`config.mk`:
```
export PLATFORM = sky130hd
export DESIGN_NAME = evt_irq_hub
export DESIGN_NICKNAME = d
export VERILOG_FILES = /design/src/rtl/evt_irq_pkg.sv /design/src/rtl/evt_pend_bank.sv /design/src/rtl/evt_reg_port.sv /design/src/rtl/evt_irq_merge.sv /design/src/rtl/evt_irq_hub.sv
export SDC_FILE = /design/constraint.sdc
export NUM_CORES = 1
export LEC_CHECK = 0
export CORE_UTILIZATION = 40
export CTS_CLUSTER_DIAMETER = 60
export CTS_CLUSTER_SIZE = 30
export DETAILED_ROUTE_END_ITERATION = 10
export PLACE_DENSITY = 0.76
export SYNTH_ARGS = -nofsm -noshare
export SYNTH_HDL_FRONTEND = slang
export SYNTH_SLANG_ARGS = --single-unit
```
`constraint.sdc`:
```
create_clock -name clk -period 1.2 [get_ports clk]
set_clock_uncertainty 0.2 [all_clocks]
set_input_delay 0.12 -clock clk [delete_from_list [all_inputs] [get_ports clk]]
set_output_delay 0.12 -clock clk [all_outputs]
set_load 0.02 [all_outputs]
```
`src/rtl/evt_irq_pkg.sv`:
```
package evt_irq_pkg;
  localparam int SRC_RD_ZERO  = 0;
  localparam int SRC_WR_ZERO  = 1;
  localparam int SRC_MST_ERR  = 2;
  localparam int SRC_MAILBOX  = 3;

  localparam logic ADDR_STATUS = 1'b0;
  localparam logic ADDR_ENABLE = 1'b1;
endpackage

```
`src/rtl/evt_pend_bank.sv`:
```
module evt_pend_bank #(
  parameter int NUM_SRC = 4
) (
  input  logic               clk,
  input  logic               rst,
  input  logic [NUM_SRC-1:0] evt,
  input  logic [NUM_SRC-1:0] clr,
  output logic [NUM_SRC-1:0] pend
);
  // One sticky flop per source; a set beats a clear in the same cycle.
  for (genvar i = 0; i < NUM_SRC; i++) begin : g_bit
    always_ff @(posedge clk) begin
      if (rst)         pend[i] <= 1'b0;
      else if (evt[i]) pend[i] <= 1'b1;
      else if (clr[i]) pend[i] <= 1'b0;
    end
  end
endmodule

```
`src/rtl/evt_reg_port.sv`:
```
module evt_reg_port
  import evt_irq_pkg::*;
#(
  parameter int NUM_SRC = 4,
  parameter int DATA_W  = 8
) (
  input  logic               clk,
  input  logic               rst,
  input  logic               addr,
  input  logic               wr,
  input  logic               rd,
  input  logic [DATA_W-1:0]  wdata,
  input  logic [NUM_SRC-1:0] pend,
  output logic [NUM_SRC-1:0] clr,
  output logic [NUM_SRC-1:0] en,
  output logic [DATA_W-1:0]  rdata
);
  logic [DATA_W-1:0] pend_ext;
  logic [DATA_W-1:0] en_ext;

  always_comb begin
    pend_ext = '0;
    en_ext   = '0;
    pend_ext[NUM_SRC-1:0] = pend;
    en_ext[NUM_SRC-1:0]   = en;
  end

  // Write-one-to-clear strobe toward the pending bank.
  always_comb begin
    clr = '0;
    if (wr && addr == ADDR_STATUS) clr = wdata[NUM_SRC-1:0];
  end

  always_ff @(posedge clk) begin
    if (rst)                           en <= '0;
    else if (wr && addr == ADDR_ENABLE) en <= wdata[NUM_SRC-1:0];
  end

  always_ff @(posedge clk) begin
    if (rst)     rdata <= '0;
    else if (rd) rdata <= (addr == ADDR_STATUS) ? pend_ext : en_ext;
  end
endmodule

```
`src/rtl/evt_irq_merge.sv`:
```
module evt_irq_merge #(
  parameter int NUM_SRC = 4
) (
  input  logic               clk,
  input  logic               rst,
  input  logic [NUM_SRC-1:0] pend,
  input  logic [NUM_SRC-1:0] en,
  output logic               irq_n
);
  logic any_live;

  assign any_live = |(pend & en);

  always_ff @(posedge clk) begin
    if (rst) irq_n <= 1'b1;
    else     irq_n <= ~any_live;
  end
endmodule

```
`src/rtl/evt_irq_hub.sv`:
```
module evt_irq_hub #(
  parameter int NUM_SRC = 4,
  parameter int DATA_W  = 8
) (
  input  logic               clk,
  input  logic               rst,
  input  logic [NUM_SRC-1:0] evt_i,
  input  logic               reg_addr_i,
  input  logic               reg_wr_i,
  input  logic               reg_rd_i,
  input  logic [DATA_W-1:0]  reg_wdata_i,
  output logic [DATA_W-1:0]  reg_rdata_o,
  output logic               irq_n_o
);
  logic [NUM_SRC-1:0] pend_q;
  logic [NUM_SRC-1:0] en_q;
  logic [NUM_SRC-1:0] clr_s;

  evt_pend_bank #(.NUM_SRC(NUM_SRC)) u_bank (
    .clk (clk),
    .rst (rst),
    .evt (evt_i),
    .clr (clr_s),
    .pend(pend_q)
  );

  evt_reg_port #(.NUM_SRC(NUM_SRC), .DATA_W(DATA_W)) u_port (
    .clk  (clk),
    .rst  (rst),
    .addr (reg_addr_i),
    .wr   (reg_wr_i),
    .rd   (reg_rd_i),
    .wdata(reg_wdata_i),
    .pend (pend_q),
    .clr  (clr_s),
    .en   (en_q),
    .rdata(reg_rdata_o)
  );

  evt_irq_merge #(.NUM_SRC(NUM_SRC)) u_merge (
    .clk  (clk),
    .rst  (rst),
    .pend (pend_q),
    .en   (en_q),
    .irq_n(irq_n_o)
  );
endmodule

```
# After elaboration in Yosys (flattened, before gate mapping)
# Cells that the tools add are included.
# word_totals
regBits	17
latchBits	0
mem_bits_rw	0
romBits	0
in_bits	17
output_inout_bits	9
wordCells	27
memories	0
# classes
n_addsub	0
mul	0
n_div	0
n_lt_le_gt_ge	0
eq_ne	0
shifts	0
n_mux	10
bitwise_logic	3
n_reduce_logical	7
# op_table
op	count
two-way mux 1 bit	8
two-way mux 4 bit	2
nonzero test 2 bit	4
bitwise AND 4 bit	1
OR reduction 4 bit	1
logical AND 1 bit	2
inverter 1 bit	2

# Depth between registers and ports, before layout
# Gate-level depths: netlist (run 1).
# logic_depth
depth_word	5
depth_mapped	4
ltp_nobuf	2

# By module
# Synthesis (run 1) repeated with hierarchy kept, for this count alone.
# unflattened
hier_cells	66
area_unflattened_um2	599.3
# by_module_without_submodules
mod	n_inst	cells_each	area_per_inst_um2	seq_area_each_um2
evt_reg_port	1	46	416.6	160.2
evt_pend_bank	1	16	140.1	80.1
evt_irq_merge	1	4	42.5	20.0

# Least setup slack after synthesis (run 1)
# No wires, ideal clock.
# synth_timing
path_type	reg-to-reg
from	register, netlist name u_port.rdata[2]
to	register u_port.rdata[2]
setup_time_ns	0.086
arrival_time_ns	0.664
t_required_ns	0.914
setup_slack_ns	0.250
stages_incl_launch_ff	3
path_buffers	0
synth_period_minus_slack_ns	0.950
path_cell_list	dfxtp_1 > nor2_1 > a211oi_1
# synth_lines
item	line	source
end signal, assigned	evt_reg_port.sv:41	else if (rd) rdata <= (addr == ADDR_STATUS) ? pend_ext : en_ext;
end, declared	evt_reg_port.sv:16	output logic [DATA_W-1:0] rdata

# Worst setup path in the final report (run 1)
# layout_timing
from	register u_port.rdata[1]
to	output reg_rdata_o[1]
# layout_lines
item	line	source
end, declared	evt_irq_hub.sv:12	output logic [DATA_W-1:0] reg_rdata_o,
# No word-level cell between the ends.

==> results of run 1 <==
## stage by stage
| stage | hold slack (ns) | TNS (ns) | instances |
|---|---|---|---|
| final | 0.113 | 0 | 99 |
| after global routing | 0.123 | 0 | 99 |
| after CTS | 0.227 | 0 | 99 |
| after detailed placement | 0.293 | -2.28 | 95 |
| after global placement | 0.278 | -2.10 | 95 |
| after floorplan | -0.00154 | 0 | 65 |
## per-layer routing
metal | track usage | up-vias | share of wire
met5 | 0 | - | 0
met4 | 0.125 | 0 | 0.015
met3 | 0.0489 | 2 | 0.081
met2 | 0.238 | 30 | 0.45
met1 | 0.209 | 222 | 0.45
li1 | - | 260 | -
## cell families after synthesis
| logic type | count (synthesis) | synth area share |
|---|---|---|
| simple gates | 20 | 0.197 |
| mux | 4 | 0.0656 |
| compound gates | 15 | 0.184 |
| flops | 13 | 0.426 |
| buf+inv | 9 | 0.121 |
| other cells | 1 | 0.00614 |
## worst min-delay path, delay by kind of cell
kind | cells | cell delay, ns
AO/OA/AOI/OAI | 1 | 0.05
AND/OR/NAND/NOR | 1 | 0.07
buffers and inverters | 2 | 0.29
## registers in the layout, indices dropped and copies added (netlist names)
| signal | count |
|---|---|
| u_bank.pend | 4 |
| u_merge.irq_n | 1 |
| u_port.en | 4 |
| u_port.rdata | 4 |
## final cells by class
class                   instances  area, um2
clock buffers                   4       26.3
fillers                       130        551
multi-input cells              43        298
flip-flops and latches         13        260
well taps                      15       18.8
repair buffers                 24        213
## what timing repair did
action / in CTS / in global routing
hold buffers: 0 / 0
buffers inserted: 0 / 0
gates resized for setup: 14 / 8
setup endpoints to repair: 5 / 7
## cells in the mapped netlist, drive strengths merged
cell and instances:
nor3 4, mux2i 4, nor2 8, a21o 1
nand3 4, clkbuf 1, conb 1, a21bo 4
and4bb 4, a22oi 2, dfxtp 13, a211oi 4
buf 8, a21oi 4
## power groups by stage
stage / clock (W) / sequential [W] / combinational [W]
6_report: 0.000272 / 0.000475 / 0.000175
3_3_place_gp: 0 / 0.000483 / 0.000178
5_1_grt: 0.000297 / 0.000478 / 0.000191
3_5_place_dp: 0 / 0.000485 / 0.000181
4_1_cts: 0.000273 / 0.000475 / 0.000179
2_1_floorplan: 0 / 0.000494 / 0.0000961
## final timing paths
kind	slack [ns]	from	to
min	0.11	reg_addr_i	u_port.en[1]$_SDFFE_PP0P_
min reg2reg	0.30	u_port.rdata[2]$_SDFFE_PP0P_	u_port.rdata[2]$_SDFFE_PP0P_
max	0.12	u_port.rdata[1]$_SDFFE_PP0P_	reg_rdata_o[1]
max reg2reg	0.21	u_port.en[0]$_SDFFE_PP0P_	u_port.en[0]$_SDFFE_PP0P_
==> qor.csv, run 1 <==
metric,value,unit
CP Buf/Inv Count,1,
diode count,0,
total CTS buffers,3,
Clock Path Buffers,2,
Die Height,41.1,um
"slowest stage delay, CP",0.33,ns
core area,0.00137,mm2
power per cell area,1130,mW/mm2
Worst R2R Path Depth,2,
Clock Latency Late Sink,0.27,ns
"most common cell after layout, fill and taps aside",dfxtp_1,
first-pass GRT wire length,1760,um
Die ar.,0.00169,mm2
P_leak,0.348,nW
crit-path cells,buf_2,
Antenna Nets Post-Route,0,
crit start category,flip-flop,
post-route cell area,816,um2
Final min period,1.08,ns
Max Fclk,0.923,GHz
Die X,41.1,um
final core occ,0.597,
post-route setup slack,0.116,ns
"Seq/Total Area, Yosys",0.426,
post-synth top area share,0.426,
slowest CP cell,dfxtp_1,
worst hold path depth,4,
CP required,0.88,ns
Final Hold Fails,0,
Final Wtd Congestion,0.704,
Residual DRC,0,
Ports,26,
clock power share,0.296,
HPWL reported at the end of detailed placement,828,um
status,completed,
synth top area cells,"dfxtp_1, and4bb_2, a21bo_2, mux2i_1, a211oi_1",
register share of total power,0.515,
worst setup path class,reg -> out,
pre-CTS setup slack,-0.267,ns
number of warnings issued by yosys,0,
vias per cell,5.19,
VDD IR max,728,uV
nets,102,
Max-Cap Viols,0,
CTS Root Cell,clkbuf_4,
1st-iter DRT viols,15,
PortBufs,17,
NetSw,0.000240,W
peak fanout along the critical path,2,
crit path DAT,0.76,ns
Yosys cell types,18,
"flops & latches, synth",13,
largest net degree at the start of global routing,17,
worst min path class,in -> reg,
total number of H-tree levels,1,
Row Count,13,
TritonCTS sink count,13,
Tcrit/Tclk final,0.903,
Slew Limit Fails,0,
first drt pass iteration count,4,
Total GRT Usage,0.167,
Yosys top cell by area,dfxtp_1,
clk slew on worst S/H paths,0.08,ns
most frequent cells in the layout,"dfxtp_1, clkdlybuf4s50_1, nor2_1",
initial antenna violation count,0,
Switching Share,0.260,
Layout area overhead,33.6,%
RSZ-0062 raised after global routing,false,
Synth Cell Area,611,um2
Cells after Synth,62,
TritonCTS clock tree,yes,
Starting Density,0.447,
syn avg cell area,9.85,um2
CP Capture Type,output port,
Internal,0.000682,W
WL final,1170,um
GRT overflow,0,
layout cell share with drive strength beyond 1,0.298,
DR vias,514,
area post-placement,802,um2
Final setup viols,0,
Routed wire per std cell,11.8,um
"delay-heaviest family, CP",flip-flops,
vias in the first global route,396,
combinational share of power,0.190,
critical path depth in cells,1,
Pwr Total,0.000922,W
No activity file was read; power rests on OpenSTA's default activity.
==> run 2, diff against run 1 <==
--- a/config.mk
+++ b/config.mk
@@ -5,11 +5,12 @@
 export SDC_FILE = /design/constraint.sdc
 export NUM_CORES = 1
 export LEC_CHECK = 0
-export CORE_UTILIZATION = 40
+export ABC_AREA = 1
+export CORE_UTILIZATION = 39
 export CTS_CLUSTER_DIAMETER = 60
 export CTS_CLUSTER_SIZE = 30
 export DETAILED_ROUTE_END_ITERATION = 10
-export PLACE_DENSITY = 0.76
+export PLACE_DENSITY = 0.75
 export SYNTH_ARGS = -nofsm -noshare
 export SYNTH_HDL_FRONTEND = slang
 export SYNTH_SLANG_ARGS = --single-unit
==> constraint.sdc (replaced) <==
create_clock -name clk -period 1.2 [get_ports clk]
set_clock_uncertainty 0.2 [all_clocks]
set_input_delay 0.24 -clock clk [delete_from_list [all_inputs] [get_ports clk]]
set_output_delay 0.24 -clock clk [all_outputs]
set_load 0.02 [all_outputs]
==> run 2 against run 1 <==
Net effect:
- global-route usage increased by 1.1 points
- critical path depth unchanged
- setup slack got worse by 0.075 ns
- synthesized cell count is 39% higher
- clock power down 5%
==> qor.csv, run 2 <==
metric,value,unit
status,completed,
total CTS buffers,3,
"flops & latches, synth",13,
Die ar.,0.00168,mm2
Final Hold Fails,0,
HPWL reported at the end of detailed placement,882,um
Post-synth EDFFs,0,
Row Count,13,
TritonCTS sink count,13,
CTS Root Cell,clkbuf_4,
crit path DAT,0.72,ns
VDD IR max,500,uV
total number of H-tree levels,1,
slowest CP cell,dfxtp_2,
Final min period,1.16,ns
Async SR Flop Fraction,0,
first drt pass iteration count,4,
crit-path cells,buf_6,
vias per cell,4.61,
# Post-CTS Setup Buffers,0,
nets,124,
CP Capture Type,output port,
number of warnings issued by yosys,0,
Starting Density,0.439,
Cells after Synth,86,
"most common cell after layout, fill and taps aside",nand2_1,
clk slew on worst S/H paths,0.08,ns
post-route setup slack,0.0413,ns
Slew Limit Fails,0,
Layout area overhead,36.3,%
filler instances,138,
Main synth FF type,dfxtp_1,
cell count after placement,117,
Die X,41.0,um
worst setup path class,reg -> out,
layout cell share with drive strength beyond 1,0.208,
"Seq/Total Area, Yosys",0.439,
RSZ-0062 raised after global routing,true,
Pwr Total,0.000925,W
Yosys cell types,14,
WL final,1080,um
Synth top cells by count,"nand2_1, nor2_1, dfxtp_1",
Clock Latency Late Sink,0.27,ns
largest net degree at the start of global routing,9,
TritonCTS clock tree,yes,
PortBufs,17,
Residual DRC,0,
synth top area cells,"dfxtp_1, nand2_1, nor2_1, nand3_1, a21oi_2",
DR vias,558,
initial antenna violation count,0,
Max Fclk,0.863,GHz
crit start category,flip-flop,
Synth Cell Area,593,um2
Yosys top cell by area,dfxtp_1,
"Hold-fix buffers, CTS",0,
Ports,26,
Die Height,41.0,um
most frequent cells in the layout,"nand2_1, nor2_1, clkdlybuf4s50_1",
Max-Cap Viols,0,
peak fanout along the critical path,2,
CP Buf/Inv Count,1,
diode count,0,
P_leak,0.397,nW
top-count cell post-synth,nand2_1,
pre-CTS setup slack,-0.295,ns
CP required,0.76,ns
post-synth top area share,0.439,
worst min path class,in -> reg,
Final Wtd Congestion,0.818,
"slowest stage delay, CP",0.33,ns
first-pass GRT wire length,1920,um
"delay-heaviest family, CP",flip-flops,
vias in the first global route,473,
1st-iter DRT viols,11,
Clock Path Buffers,2,
GRT overflow,0,
Final setup viols,0,
Total GRT Usage,0.179,
power per cell area,1140,mW/mm2
syn avg cell area,6.90,um2
"Cell Count, Final, Fillers Out",121,
Routed wire per std cell,8.90,um
largest registers,"u_bank.pend (4), u_port.en (4), u_port.rdata (4)",
Tcrit/Tclk final,0.966,
Antenna Nets Post-Route,0,
core area,0.00135,mm2
-- run 2: cell count changes after synthesis, sizes merged, moves of 4 or more --
cell and change:
a211oi -4, a21bo -4, and4bb -4, inv +10
mux2i -4, nand2 +22, nand3 +4, nor2 +8
nor3 -4, o21ai +4
-- run 2: logic make-up (layout without fill, tap and decap cells) --
| kind of cell | after synthesis | in the layout | synth area share |
|---|---|---|---|
| buffers and inverters | 17 | 34 | 0.139 |
| AO/OA/AOI/OAI | 8 | 8 | 0.0928 |
| AND/OR/NAND/NOR | 47 | 47 | 0.323 |
| flip-flops | 13 | 13 | 0.439 |
| other | 1 | 4 | 0.00632 |
-- run 2: stage by stage --
| step | hold slack [ns] | setup TNS (ns) | area (um2) | util |
|---|---|---|---|---|
| 5_1_grt | 0.199 | -0.0198 | 808 | 0.599 |
| 3_5_place_dp | 0.285 | -3.96 | 768 | 0.569 |
| 6_report | 0.215 | 0 | 808 | 0.599 |
| 4_1_cts | 0.297 | 0 | 778 | 0.576 |
| 3_3_place_gp | 0.285 | -3.78 | 768 | 0.569 |
| 2_1_floorplan | 0.184 | 0 | 604 | - |
-- run 2: path summary, 6_finish.rpt --
check	startpoint	to	slack, ns	depth (start not counted)
hold reg to reg	u_bank.pend[0]$_SDFFE_PP0P_	u_bank.pend[0]$_SDFFE_PP0P_	0.29	2
setup reg to reg	u_port.en[1]$_SDFFE_PP0P_	u_port.rdata[1]$_SDFFE_PP0P_	0.32	4
hold / removal	reg_wr_i	u_bank.pend[2]$_SDFFE_PP0P_	0.22	4
setup / recovery	u_port.rdata[2]$_SDFFE_PP0P_	reg_rdata_o[2]	0.04	1
-- run 2: cell type report --
type	instances	area (um2)	share of cell area
Tap cell	15	18.8	0.0232
Timing Repair Buffer	19	193	0.238
Multi-Input combinational cell	59	262	0.324
Inverter	11	42.5	0.0526
Sequential cell	13	267	0.330
Clock buffer	4	26.3	0.0325
-- run 2: timing repair --
| action | CTS | global route |
|---|---|---|
| pin swaps | 0 | 1 |
| hold endpoints to repair | 0 | 0 |
| endpoints found under the setup margin | 7 | 7 |
| resized for setup | 25 | 12 |
-- run 2: routing by layer --
metal | global-route usage | vias to the layer above | wire (um) | share of wire
met4 | 0.100 | 0 | 0 | 0
met1 | 0.209 | 234 | 495 | 0.46
met2 | 0.277 | 26 | 496 | 0.46
met5 | 0 | - | 0 | 0
met3 | 0.0652 | 0 | 85 | 0.079
li1 | - | 298 | - | -
-- run 2: power by group --
part / leakage [nW] / internal (W) / switching, W
clock network: 0.0150 / 0.000129 / 0.000130
logic: 0.273 / 0.0000900 / 0.0000912
registers: 0.109 / 0.000464 / 0.0000217
==> run 3, diff against run 2 <==
--- a/config.mk
+++ b/config.mk
@@ -6,11 +6,13 @@
 export NUM_CORES = 1
 export LEC_CHECK = 0
 export ABC_AREA = 1
+export CORE_MARGIN = 2
 export CORE_UTILIZATION = 39
 export CTS_CLUSTER_DIAMETER = 60
 export CTS_CLUSTER_SIZE = 30
 export DETAILED_ROUTE_END_ITERATION = 10
 export PLACE_DENSITY = 0.75
+export SKIP_LAST_GASP = 1
 export SYNTH_ARGS = -nofsm -noshare
 export SYNTH_HDL_FRONTEND = slang
 export SYNTH_SLANG_ARGS = --single-unit
==> run 3 against run 2 <==
Net effect:
- combinational power decreased by 4%
- non-clock buffer count is the same
- sequential power is 0.8% lower
- clock power about the same
- sequential share of layout area rose by 0.41 points
- power down 1.4%
- register-to-register slack about the same
- via count increased by 2.5%
==> qor.csv, run 3 (synthesis gave the netlist of run 2 again) <==
metric,value,unit
VDD IR max,497,uV
largest registers,"u_bank.pend (4), u_port.en (4), u_port.rdata (4)",
final setup TNS,0,ns
Final setup viols,0,
"Cell Count, Final, Fillers Out",122,
first drt pass iteration count,4,
status,completed,
Row Count,14,
Final Hold Fails,0,
HPWL reported at the end of detailed placement,901,um
critical path depth in cells,1,
WL final,1080,um
worst min path class,in -> reg,
Antenna Nets Post-Route,0,
Max-Cap Viols,0,
Clock Latency Late Sink,0.27,ns
slowest CP cell,dfxtp_1,
total number of H-tree levels,1,
crit-path cells,buf_4,
Final Wtd Congestion,0.824,
vias in the first global route,505,
area post-placement,769,um2
CTS Root Cell,clkbuf_4,
crit start category,flip-flop,
RSZ-0062 raised after global routing,true,
Die ar.,0.00185,mm2
end of the critical path,reg_rdata_o[2],
CP Capture Type,output port,
Worst R2R Path Depth,4,
R2R setup slack,0.32,ns
cell count after placement,118,
"delay-heaviest family, CP",flip-flops,
TritonCTS sink count,13,
Total GRT Usage,0.135,
1st-iter DRT viols,12,
Die X,43.0,um
DR vias,572,
first-pass GRT wire length,1890,um
most frequent cells in the layout,"nand2_1, nor2_1, dfxtp_1",
CP required,0.76,ns
"Hold-fix buffers, CTS",0,
final core occ,0.535,
layout cell share with drive strength beyond 1,0.179,
worst setup path class,reg -> out,
Tcrit/Tclk final,0.984,
GRT overflow,0,
TritonCTS clock tree,yes,
Max Fclk,0.847,GHz
Die Height,43.0,um
PortBufs,17,
Ports,26,
diode count,0,
P_leak,0.399,nW
vias per cell,4.69,
Pwr Total,0.000913,W
"most common cell after layout, fill and taps aside",nand2_1,
largest net degree at the start of global routing,9,
CP Buf/Inv Count,1,
Final min period,1.18,ns
R2R Path Start,u_port.en[3]$_SDFFE_PP0P_,
post-route cell area,787,um2
total CTS buffers,3,
clk slew on worst S/H paths,0.07,ns
Residual DRC,0,
"slowest stage delay, CP",0.34,ns
power per cell area,1160,mW/mm2
FF-to-FF End,u_port.rdata[3]$_SDFFE_PP0P_,
Starting Density,0.403,
Clock Path Buffers,2,
Layout area overhead,32.7,%
critical path launch point,u_port.rdata[2]$_SDFFE_PP0P_,
Slew Limit Fails,0,
core area,0.00147,mm2
nets,124,
peak fanout along the critical path,2,
crit path DAT,0.74,ns
initial antenna violation count,0,
Routed wire per std cell,8.87,um
hold_sp,reg_rd_i,
==> run 3: power by group <==
| group | switching [W] | total (W) | internal, W |
|---|---|---|---|
| logic | 0.0000923 | 0.000174 | 0.0000818 |
| clock network | 0.000129 | 0.000258 | 0.000129 |
| registers | 0.0000192 | 0.000481 | 0.000462 |
| total | 0.000241 | 0.000913 | 0.000672 |
==> run 3: how the worst min path moves through the flow <==
stage,endpoint,slack (ns),depth (start not counted)
after global placement,u_bank.pend[3]$_SDFFE_PP0P_,0.28,2
after global routing,u_port.rdata[0]$_SDFFE_PP0P_,0.23,4
after CTS,u_bank.pend[1]$_SDFFE_PP0P_,0.30,2
final,u_port.rdata[2]$_SDFFE_PP0P_,0.19,4
after detailed placement,u_bank.pend[1]$_SDFFE_PP0P_,0.29,2
after floorplan,u_bank.pend[0]$_SDFFE_PP0P_,0.18,2
==> run 3: area by class of cell <==
cell class	count	area [um2]
fillers	159	684
flip-flops and latches	13	263
multi-input cells	59	262
repair buffers	19	174
inverters	11	42.5
clock buffers	4	26.3
well taps	16	20.0
==> run 3: routing by layer <==
metal | vias up | share of wire | GRT usage
met1 | 253 | 0.44 | 0.152
li1 | 296 | - | -
met5 | - | 0 | 0
met4 | 0 | 0.014 | 0.0727
met3 | 2 | 0.071 | 0.0298
met2 | 21 | 0.48 | 0.233
==> run 3: through the flow <==
stage	hold slack [ns]	setup slack (ns)
final	0.192	0.0192
after global routing	0.228	-0.00642
after CTS	0.299	-0.00952
after detailed placement	0.289	-0.309
after global placement	0.283	-0.280
after floorplan	0.184	0.260
==> run 3: timing repair <==
action	CTS	global route
buffers inserted	0	0
resized for setup	23	6
pin swaps	0	1
setup endpoints to repair	9	11
